### config.mk
export PLATFORM = sky130hd
export DESIGN_NAME = ref_clk_divider
export DESIGN_NICKNAME = d
export VERILOG_FILES = /design/src/rtl/refdiv_pkg.sv /design/src/rtl/refdiv_mode_reg.sv /design/src/rtl/refdiv_phase_cnt.sv /design/src/rtl/refdiv_shaper.sv /design/src/rtl/refdiv_out_mux.sv /design/src/rtl/ref_clk_divider.sv
export SDC_FILE = /design/constraint.sdc
export NUM_CORES = 1
export LEC_CHECK = 0
export ABC_AREA = 1
export BUFFER_PORTS_ARGS = -buffer_cell sky130_fd_sc_hd__buf_2
export CORE_MARGIN = 4
export CORE_UTILIZATION = 30
export DETAILED_ROUTE_END_ITERATION = 12
export GPL_ROUTABILITY_DRIVEN = 0
export PLACE_DENSITY_LB_ADDON = 0.25
export SLEW_MARGIN = 25
export SYNTH_ARGS = -nofsm -noshare
export SYNTH_HDL_FRONTEND = slang
export SYNTH_SLANG_ARGS = --single-unit
### constraint.sdc
create_clock -name clk -period 1.7 [get_ports clk]
set_input_delay 0.085 -clock clk [delete_from_list [all_inputs] [get_ports clk]]
set_output_delay 0.085 -clock clk [all_outputs]
set_load 0.01 [all_outputs]
### src/rtl/refdiv_pkg.sv
// Shared types and ratio lookup helpers for the reference clock divider.
// Assumes the select code is two bits wide and that every ratio is >= 1.
package refdiv_pkg;

    typedef enum logic [1:0] {
        SEL_HALF  = 2'b00,
        SEL_THIRD = 2'b01,
        SEL_LONG  = 2'b10,
        SEL_THRU  = 2'b11
    } refdiv_sel_e;

    // Division ratio selected by a code; pass-through counts as a ratio of one.
    function automatic int unsigned div_of(refdiv_sel_e s, int unsigned d_half,
                                           int unsigned d_third, int unsigned d_long);
        case (s)
            SEL_HALF:  return d_half;
            SEL_THIRD: return d_third;
            SEL_LONG:  return d_long;
            default:   return 1;
        endcase
    endfunction

    // Number of reference cycles the output stays high within one period.
    function automatic int unsigned high_of(refdiv_sel_e s, int unsigned h_half,
                                            int unsigned h_third, int unsigned h_long);
        case (s)
            SEL_HALF:  return h_half;
            SEL_THIRD: return h_third;
            SEL_LONG:  return h_long;
            default:   return 1;
        endcase
    endfunction

    // Largest of three values, used to size the phase counter.
    function automatic int unsigned max3(int unsigned a, int unsigned b, int unsigned c);
        int unsigned m;
        m = (a > b) ? a : b;
        return (m > c) ? m : c;
    endfunction

endpackage

### src/rtl/refdiv_mode_reg.sv
// Holds the ratio code in effect for the running output period.
// Assumes the boundary input is high only on the edge that ends a period;
// the incoming code is captured there and nowhere else.
module refdiv_mode_reg
    import refdiv_pkg::*;
(
    input  logic        clk,
    input  logic        rst_n,
    input  logic        boundary,
    input  refdiv_sel_e sel_in,
    output refdiv_sel_e mode_q
);

    // Capture the requested code at a period boundary; reset returns to /2.
    always_ff @(posedge clk) begin
        if (!rst_n) begin
            mode_q <= SEL_HALF;
        end else if (boundary) begin
            mode_q <= sel_in;
        end
    end

    // the active code never moves in the middle of a period.
    a_r7_mode_hold: assert property (@(posedge clk) disable iff (!rst_n)
        !boundary |=> $stable(mode_q));

endmodule

### src/rtl/refdiv_phase_cnt.sv
// Down-counter giving the remaining reference cycles of the output period.
// A zero count marks the final cycle; the next edge reloads ratio-1.
// Assumes load_val is already decoded from the code that will take effect.
module refdiv_phase_cnt #(
    parameter int unsigned CNT_W    = 6,
    parameter int unsigned MAX_LAST = 43
) (
    input  logic             clk,
    input  logic             rst_n,
    input  logic [CNT_W-1:0] load_val,
    output logic [CNT_W-1:0] cnt_q,
    output logic             boundary
);

    localparam logic [CNT_W-1:0] ONE = {{(CNT_W-1){1'b0}}, 1'b1};

    // Final cycle of a period is flagged when the count reaches zero.
    assign boundary = (cnt_q == '0);

    // Reload at the boundary, otherwise step down by one.
    always_ff @(posedge clk) begin
        if (!rst_n) begin
            cnt_q <= '0;
        end else if (boundary) begin
            cnt_q <= load_val;
        end else begin
            cnt_q <= cnt_q - ONE;
        end
    end

    // the count never exceeds the longest ratio minus one.
    a_r5_count_range: assert property (@(posedge clk) disable iff (!rst_n)
        cnt_q <= CNT_W'(MAX_LAST));

endmodule

### src/rtl/refdiv_shaper.sv
// Registers the divided-clock level and the period-start strobe.
// The output is high while the remaining count is at or above the
// threshold (ratio minus high length) of the active code, and is forced
// high on the first cycle of each period. Outputs are flops, so no
// decode glitch reaches the synthesizer comparison input.
module refdiv_shaper #(
    parameter int unsigned CNT_W = 6
) (
    input  logic             clk,
    input  logic             rst_n,
    input  logic             boundary,
    input  logic [CNT_W-1:0] cnt_q,
    input  logic [CNT_W-1:0] thresh,
    output logic             out_q,
    output logic             stb_q
);

    localparam logic [CNT_W-1:0] ONE = {{(CNT_W-1){1'b0}}, 1'b1};

    logic [CNT_W-1:0] cnt_dec;
    logic             out_nxt;
    logic             rst_seen;

    // Level for the next cycle within the running period.
    always_comb begin
        cnt_dec = cnt_q - ONE;
        out_nxt = (cnt_dec >= thresh);
    end

    // Start every period high with a strobe; otherwise follow the phase.
    always_ff @(posedge clk) begin
        if (!rst_n) begin
            out_q <= 1'b0;
            stb_q <= 1'b0;
        end else if (boundary) begin
            out_q <= 1'b1;
            stb_q <= 1'b1;
        end else begin
            out_q <= out_nxt;
            stb_q <= 1'b0;
        end
    end

    // Remember whether the last edge was a reset edge (checker only).
    always_ff @(posedge clk) begin
        rst_seen <= !rst_n;
    end

    // after a reset edge both registered outputs read low.
    always @(negedge clk) begin
        if (rst_seen === 1'b1) begin
            a_r1_reset_clear: assert (!out_q && !stb_q)
                else $error("reset edge left out_q=%b stb_q=%b", out_q, stb_q);
        end
    end

endmodule

### src/rtl/refdiv_out_mux.sv
// Chooses the registered divided level or, in pass-through, the reference
// clock itself. Assumes the select only changes at a rising reference edge,
// where both candidates are about to be high.
module refdiv_out_mux (
    input  logic ref_clk,
    input  logic thru_act,
    input  logic div_lvl,
    output logic clk_out
);

    // Pass the reference through in bypass, otherwise the shaped level.
    always_comb begin
        clk_out = thru_act ? ref_clk : div_lvl;
    end

endmodule

### src/rtl/ref_clk_divider.sv
// Top of the selectable reference clock divider.
// Divides clk by one of three ratios or passes it through, chosen by sel.
// sel is sampled only at the edge that closes the running period, so the
// output never shows a shortened phase. Assumes sel and rst_n are
// synchronous to clk; reset is synchronous and active low.
module ref_clk_divider
    import refdiv_pkg::*;
#(
    parameter int unsigned DIV_HALF   = 2,
    parameter int unsigned DIV_THIRD  = 3,
    parameter int unsigned DIV_LONG   = 44,
    parameter int unsigned HIGH_HALF  = DIV_HALF / 2,
    parameter int unsigned HIGH_THIRD = 1,
    parameter int unsigned HIGH_LONG  = 1
) (
    input  logic       clk,
    input  logic       rst_n,
    input  logic [1:0] sel,
    output logic       div_clk,
    output logic       div_stb
);

    localparam int unsigned MAX_DIV = max3(DIV_HALF, DIV_THIRD, DIV_LONG);
    localparam int unsigned CNT_W   = (MAX_DIV > 2) ? $clog2(MAX_DIV) : 1;

    refdiv_sel_e      sel_in;
    refdiv_sel_e      mode_q;
    logic [CNT_W-1:0] load_val;
    logic [CNT_W-1:0] thresh_act;
    logic [CNT_W-1:0] cnt_q;
    logic             boundary;
    logic             thru_act;
    logic             out_q;
    logic             stb_q;

    // Decode reload value for the incoming code and threshold for the active one.
    always_comb begin
        sel_in     = refdiv_sel_e'(sel);
        load_val   = CNT_W'(div_of(sel_in, DIV_HALF, DIV_THIRD, DIV_LONG) - 1);
        thresh_act = CNT_W'(div_of(mode_q, DIV_HALF, DIV_THIRD, DIV_LONG)
                          - high_of(mode_q, HIGH_HALF, HIGH_THIRD, HIGH_LONG));
        thru_act   = (mode_q == SEL_THRU);
    end

    refdiv_mode_reg u_mode (
        .clk      (clk),
        .rst_n    (rst_n),
        .boundary (boundary),
        .sel_in   (sel_in),
        .mode_q   (mode_q)
    );

    refdiv_phase_cnt #(
        .CNT_W    (CNT_W),
        .MAX_LAST (MAX_DIV - 1)
    ) u_cnt (
        .clk      (clk),
        .rst_n    (rst_n),
        .load_val (load_val),
        .cnt_q    (cnt_q),
        .boundary (boundary)
    );

    refdiv_shaper #(
        .CNT_W (CNT_W)
    ) u_shape (
        .clk      (clk),
        .rst_n    (rst_n),
        .boundary (boundary),
        .cnt_q    (cnt_q),
        .thresh   (thresh_act),
        .out_q    (out_q),
        .stb_q    (stb_q)
    );

    refdiv_out_mux u_mux (
        .ref_clk  (clk),
        .thru_act (thru_act),
        .div_lvl  (out_q),
        .clk_out  (div_clk)
    );

    assign div_stb = stb_q;

    // in a divide mode the strobe never lasts two cycles.
    a_r8_strobe_pulse: assert property (@(posedge clk) disable iff (!rst_n)
        (stb_q && !thru_act) |=> !stb_q);

    // every rise of the divided level comes with the strobe.
    a_r8_strobe_on_rise: assert property (@(posedge clk) disable iff (!rst_n)
        $rose(out_q) |-> stb_q);

    // while pass-through is active the strobe is held high.
    a_r6_thru_strobe: assert property (@(posedge clk) disable iff (!rst_n)
        thru_act |-> stb_q);

endmodule

# Yosys cells after proc, flatten, opt, wreduce, memory -nomap -nowiden
# Cells that the tools add are included.
[word_totals]
input_bits = 4
reg_bits = 10
[classes]
n_eq_ne = 5
mux = 6
n_addsub = 3
reduce_logical = 3
order_cmp = 1
[ops]
columns = ["op", "n"]
rows = [
  ["6-bit case mux with 3 select lines", 2],
  ["6-bit by 1-bit subtractor with 6-bit output (second input constant)", 3],
  ["2-bit equality test (second input constant)", 3],
  ["6-bit greater-or-equal comparator", 1],
  ["6-bit logical NOT", 1],
  ["6-bit two-way mux", 1],
  ["2-bit by 1-bit equality test with 1-bit output (second input constant)", 2],
  ["2-bit logical NOT", 2],
  ["1-bit two-way mux", 3],
]

# Logic depth before layout (Yosys ltp)
[logic_depth]
ltp_word = 5
ltp_mapped = 10

# Modules after synthesis
# Synthesis repeated with hierarchy kept, for this count alone.
[unflattened]
cells_unflattened = 133
hier_area_um2 = 875.8
[modules_own_cells]
columns = ["mod", "area_each_um2", "n_inst", "seq_area_each_um2", "cells_per_inst"]
rows = [
  ["refdiv_phase_cnt", 357.8, 1, 120.1, 51],
  ["refdiv_shaper", 316.6, 1, 40.0, 51],
  ["ref_clk_divider", 108.9, 1, 0.0, 15],
  ["refdiv_mode_reg", 77.6, 1, 40.0, 12],
  ["refdiv_out_mux", 15.0, 1, 0.0, 4],
]

==> qor.log <==
[power] PwrDens 2272 nW/um2
[critical_path] worst reg-to-reg path cell count 9
[detailed_routing] number of iterations in the first detailed-routing pass 4
[layout] growth of design area from synthesis to finish 28.08%
[floorplan] x dimension of the die 54.57 um
[detailed_routing] number of nets still failing antenna checks after routing 0
[detailed_routing] wire length reported by the detailed router 1250 um
[floorplan] count of pins on the block boundary 6
[power] Static Leakage 0.0004330 uW
[yosys] portion of netlist area occupied by mux cells 1.731%
[floorplan] Die Footprint 2978 um2
[yosys] Syn Inst Count 80
[yosys] post-synthesis adder-cell area fraction 21.15%
[critical_path] critical path depth 9
[timing] final count of pins violating max slew 0
[critical_path] setup slack, reg-to-reg 0.13 ns
[timing] Setup Viol. Count Final 0
[yosys] Synth Area in Compound Gates 6.923%
[timing] top achievable clock speed 637.4 MHz
[grt] via count of the first global-routing pass 500
[floorplan] total number of placement rows 16
[power] Max VDD drop 0.8821 mV
[placed_design] placed wire-length estimate 933.7 um
[grt] GRT Residual Overflow 0
[grt] initial antenna violation count 0
[yosys] Yosys warning count 0
[timing] final hold viol count 0
[critical_path] critical path cell sequence nor2_1 -> nand3_1 -> xor2_2 -> inv_1 -> ha_1 -> a21oi_2 -> nand2_2 -> inv_2 -> a21oi_2
[critical_path] family with the most delay on the worst path simple AND/OR/NAND/NOR gates
[critical_path] library cell contributing the largest single delay on the critical path dfxtp_1
[yosys] post-synth net total 95
[critical_path] worst-path fanout max 2
[run_status] status complete, no violations
[layout] # fillers 218
[critical_path] startpoint types flip-flop
[critical_path] category of the critical setup timing path flip-flop to flip-flop
[critical_path] cell type with the highest occurrence count on the critical path a21oi_2
[detailed_routing] Via-to-Cell Ratio 4.129
[power] Power Total 1894 uW
[grt] overall track demand over capacity in global routing 10.25%
[yosys] xor/xnor cell area share of the yosys netlist 5.192%
[critical_path] buffers and inverters on the worst path 2
[clock_network] clock latency on the worst-skew pair 0.38 ns
[layout] combined area of the multi-input logic cells 401.6 um2
[timing] period utilisation layout 92.29%
[layout] layout cells sized above 1 37.11%
[placed_design] number of buffers added on ports 5
[yosys] Unique masters post-synth 22
[worst_hold_path] worst min-delay path category input pin to flip-flop
[layout] most frequent standard cell in the layout excluding fill and tap cells inv_1
[yosys] Seq/Total Area, Yosys 30.77%
[layout] Post-layout nets 113
[yosys] mean instance size in the synthesized netlist 8.133 um2
[yosys] ys async rst share 0%
[detailed_routing] routed vias 512
[critical_path] capturing element type of the critical path flip-flop
[timing] Worst Hold Margin 0.02470 ns
[floorplan] initial cell density of the core 32.50%
[run] max capacitance violation total 0
[worst_hold_path] Hold Path Stages 3
[yosys] commonest register cell after synthesis dfxtp_1
[yosys] number of storage elements in the synthesis netlist 10
[layout] Antenna diodes 0
[grt] pin count of the biggest net entering global routing 7
[floorplan] Die Span Y 54.57 um
[grt] global-route wire length before repair 1987 um
[yosys] area share of and/or/nand/nor cells after synthesis 22.50%
[yosys] count of flip-flops with a built-in enable after synthesis 0
[critical_path] CP arrival 1.85 ns
[detailed_routing] post-DR wirelength/cell 10.08 um
[clock_network] TritonCTS clock tree done
[yosys] dominant combinational cell family by area after synthesis simple AND/OR/NAND/NOR gates
[layout] FF/Latch Area 201.4 um2
[detailed_routing] count of unresolved DRC violations after routing 0
[clock_network] Reg clk slew, reported paths 0.07 ns
[critical_path] Crit path required time 1.98 ns
[layout] leading cell types in the layout, fill and taps excluded inv_1, nand2_1, ha_1
[timing] skew final 0.001450 ns
[detailed_routing] iteration-0 DRC count of the detailed router 8
[yosys] cell area after technology mapping 650.6 um2
[timing] Tmin final 1.569 ns
[floorplan] placeable core area 2002 um2
[critical_path] delay of the slowest cell on the worst path 0.32 ns
==> cell usage after synthesis, types with 2 or more instances <==
cell type | count | area share (%)
dfxtp_1 | 10 | 31
ha_1 | 11 | 21
inv_1 | 16 | 9.2
inv_2 | 2 | 1.2
nand2_1 | 12 | 6.9
nand2_2 | 3 | 2.9
nand3_1 | 4 | 3.1
nor2_1 | 5 | 2.9
o21ai_0 | 2 | 1.5
o22ai_1 | 2 | 1.9
xor2_1 | 2 | 2.7
==> flip-flops by register name, summed over array words and instances, names as in the netlist, named ones only <==
| name | cells |
|---|---|
| u_cnt.cnt_q | 5 |
| u_mode.mode_q | 2 |
| u_shape.out_q | 1 |
| u_shape.stb_q | 1 |
==> routing by layer <==
layer	global-route usage [%]	share of wire (%)	vias to the layer above
li1	-	-	280
met1	11.35	46	223
met3	6.812	4.6	0
met5	0	0	-
met2	14.74	49	9
met4	5.394	0	0
==> power by group <==
part	internal (uW)	switching (uW)	total, uW
clock network	224	122	346
registers	336	72.5	409
logic	513	626	1140
total	1070	820	1890
==> layout make-up <==
type	count	area share (%)
Multi-Input combinational cell	51	48.20
Sequential cell	10	24.17
Timing Repair Buffer	9	7.207
Inverter	19	8.709
Clock buffer	8	7.658
Tap cell	27	4.054
==> worst paths after layout <==
path,from,endpoint
worst max-delay path,flip-flop,u_shape.out_q$_SDFF_PN0_
worst min-delay path,sel[1],u_mode.mode_q[1]$_SDFFE_PN0P_
worst max register to register,flip-flop,u_shape.out_q$_SDFF_PN0_
worst min register to register,u_cnt.cnt_q[0]$_SDFF_PN0_,u_cnt.cnt_q[0]$_SDFF_PN0_
==> timing repair <==
item / CTS / global route
hold buffers: 1 / 0
resized for setup: 0 / 7
hold endpoints to repair: 1 / 0
setup endpoints to repair: 0 / 1
setup buffers: 0 / 1
==> tightest hold or removal path, delay by kind of cell <==
kind | cells | cell delay (ns)
buffers and inverters | 2 | 0.17
AOI/OAI and AO/OA | 1 | 0.09
==> logic make-up (layout without fill, tap and decap cells) <==
kind of cell	count (synthesis)	after routing
flip-flops	10	10
other	1	1
buffers and inverters	19	36
AND/OR/NAND/NOR	28	28
AO/OA/AOI/OAI	7	7
adder cells (fa/ha/maj)	11	11
XOR/XNOR	3	3
multiplexers	1	1
==> per-stage QoR <==
stage | setup slack (ns) | instance area (um2) | setup TNS (ns) | utilization (%) | std cells
finish | 0.1311 | 833.3 | 0 | 41.63 | 124
global route | -0.01081 | 833.3 | -0.01081 | 41.63 | 124
CTS | 0.07539 | 800.8 | 0 | 40.00 | 123
detailed placement | 0.08388 | 732.0 | 0 | 36.56 | 115
global placement | 0.09933 | 732.0 | 0 | 36.56 | 115
floorplan | 0.1673 | 650.6 | 0 | - | 80
No activity file was read; power rests on OpenSTA's default activity.
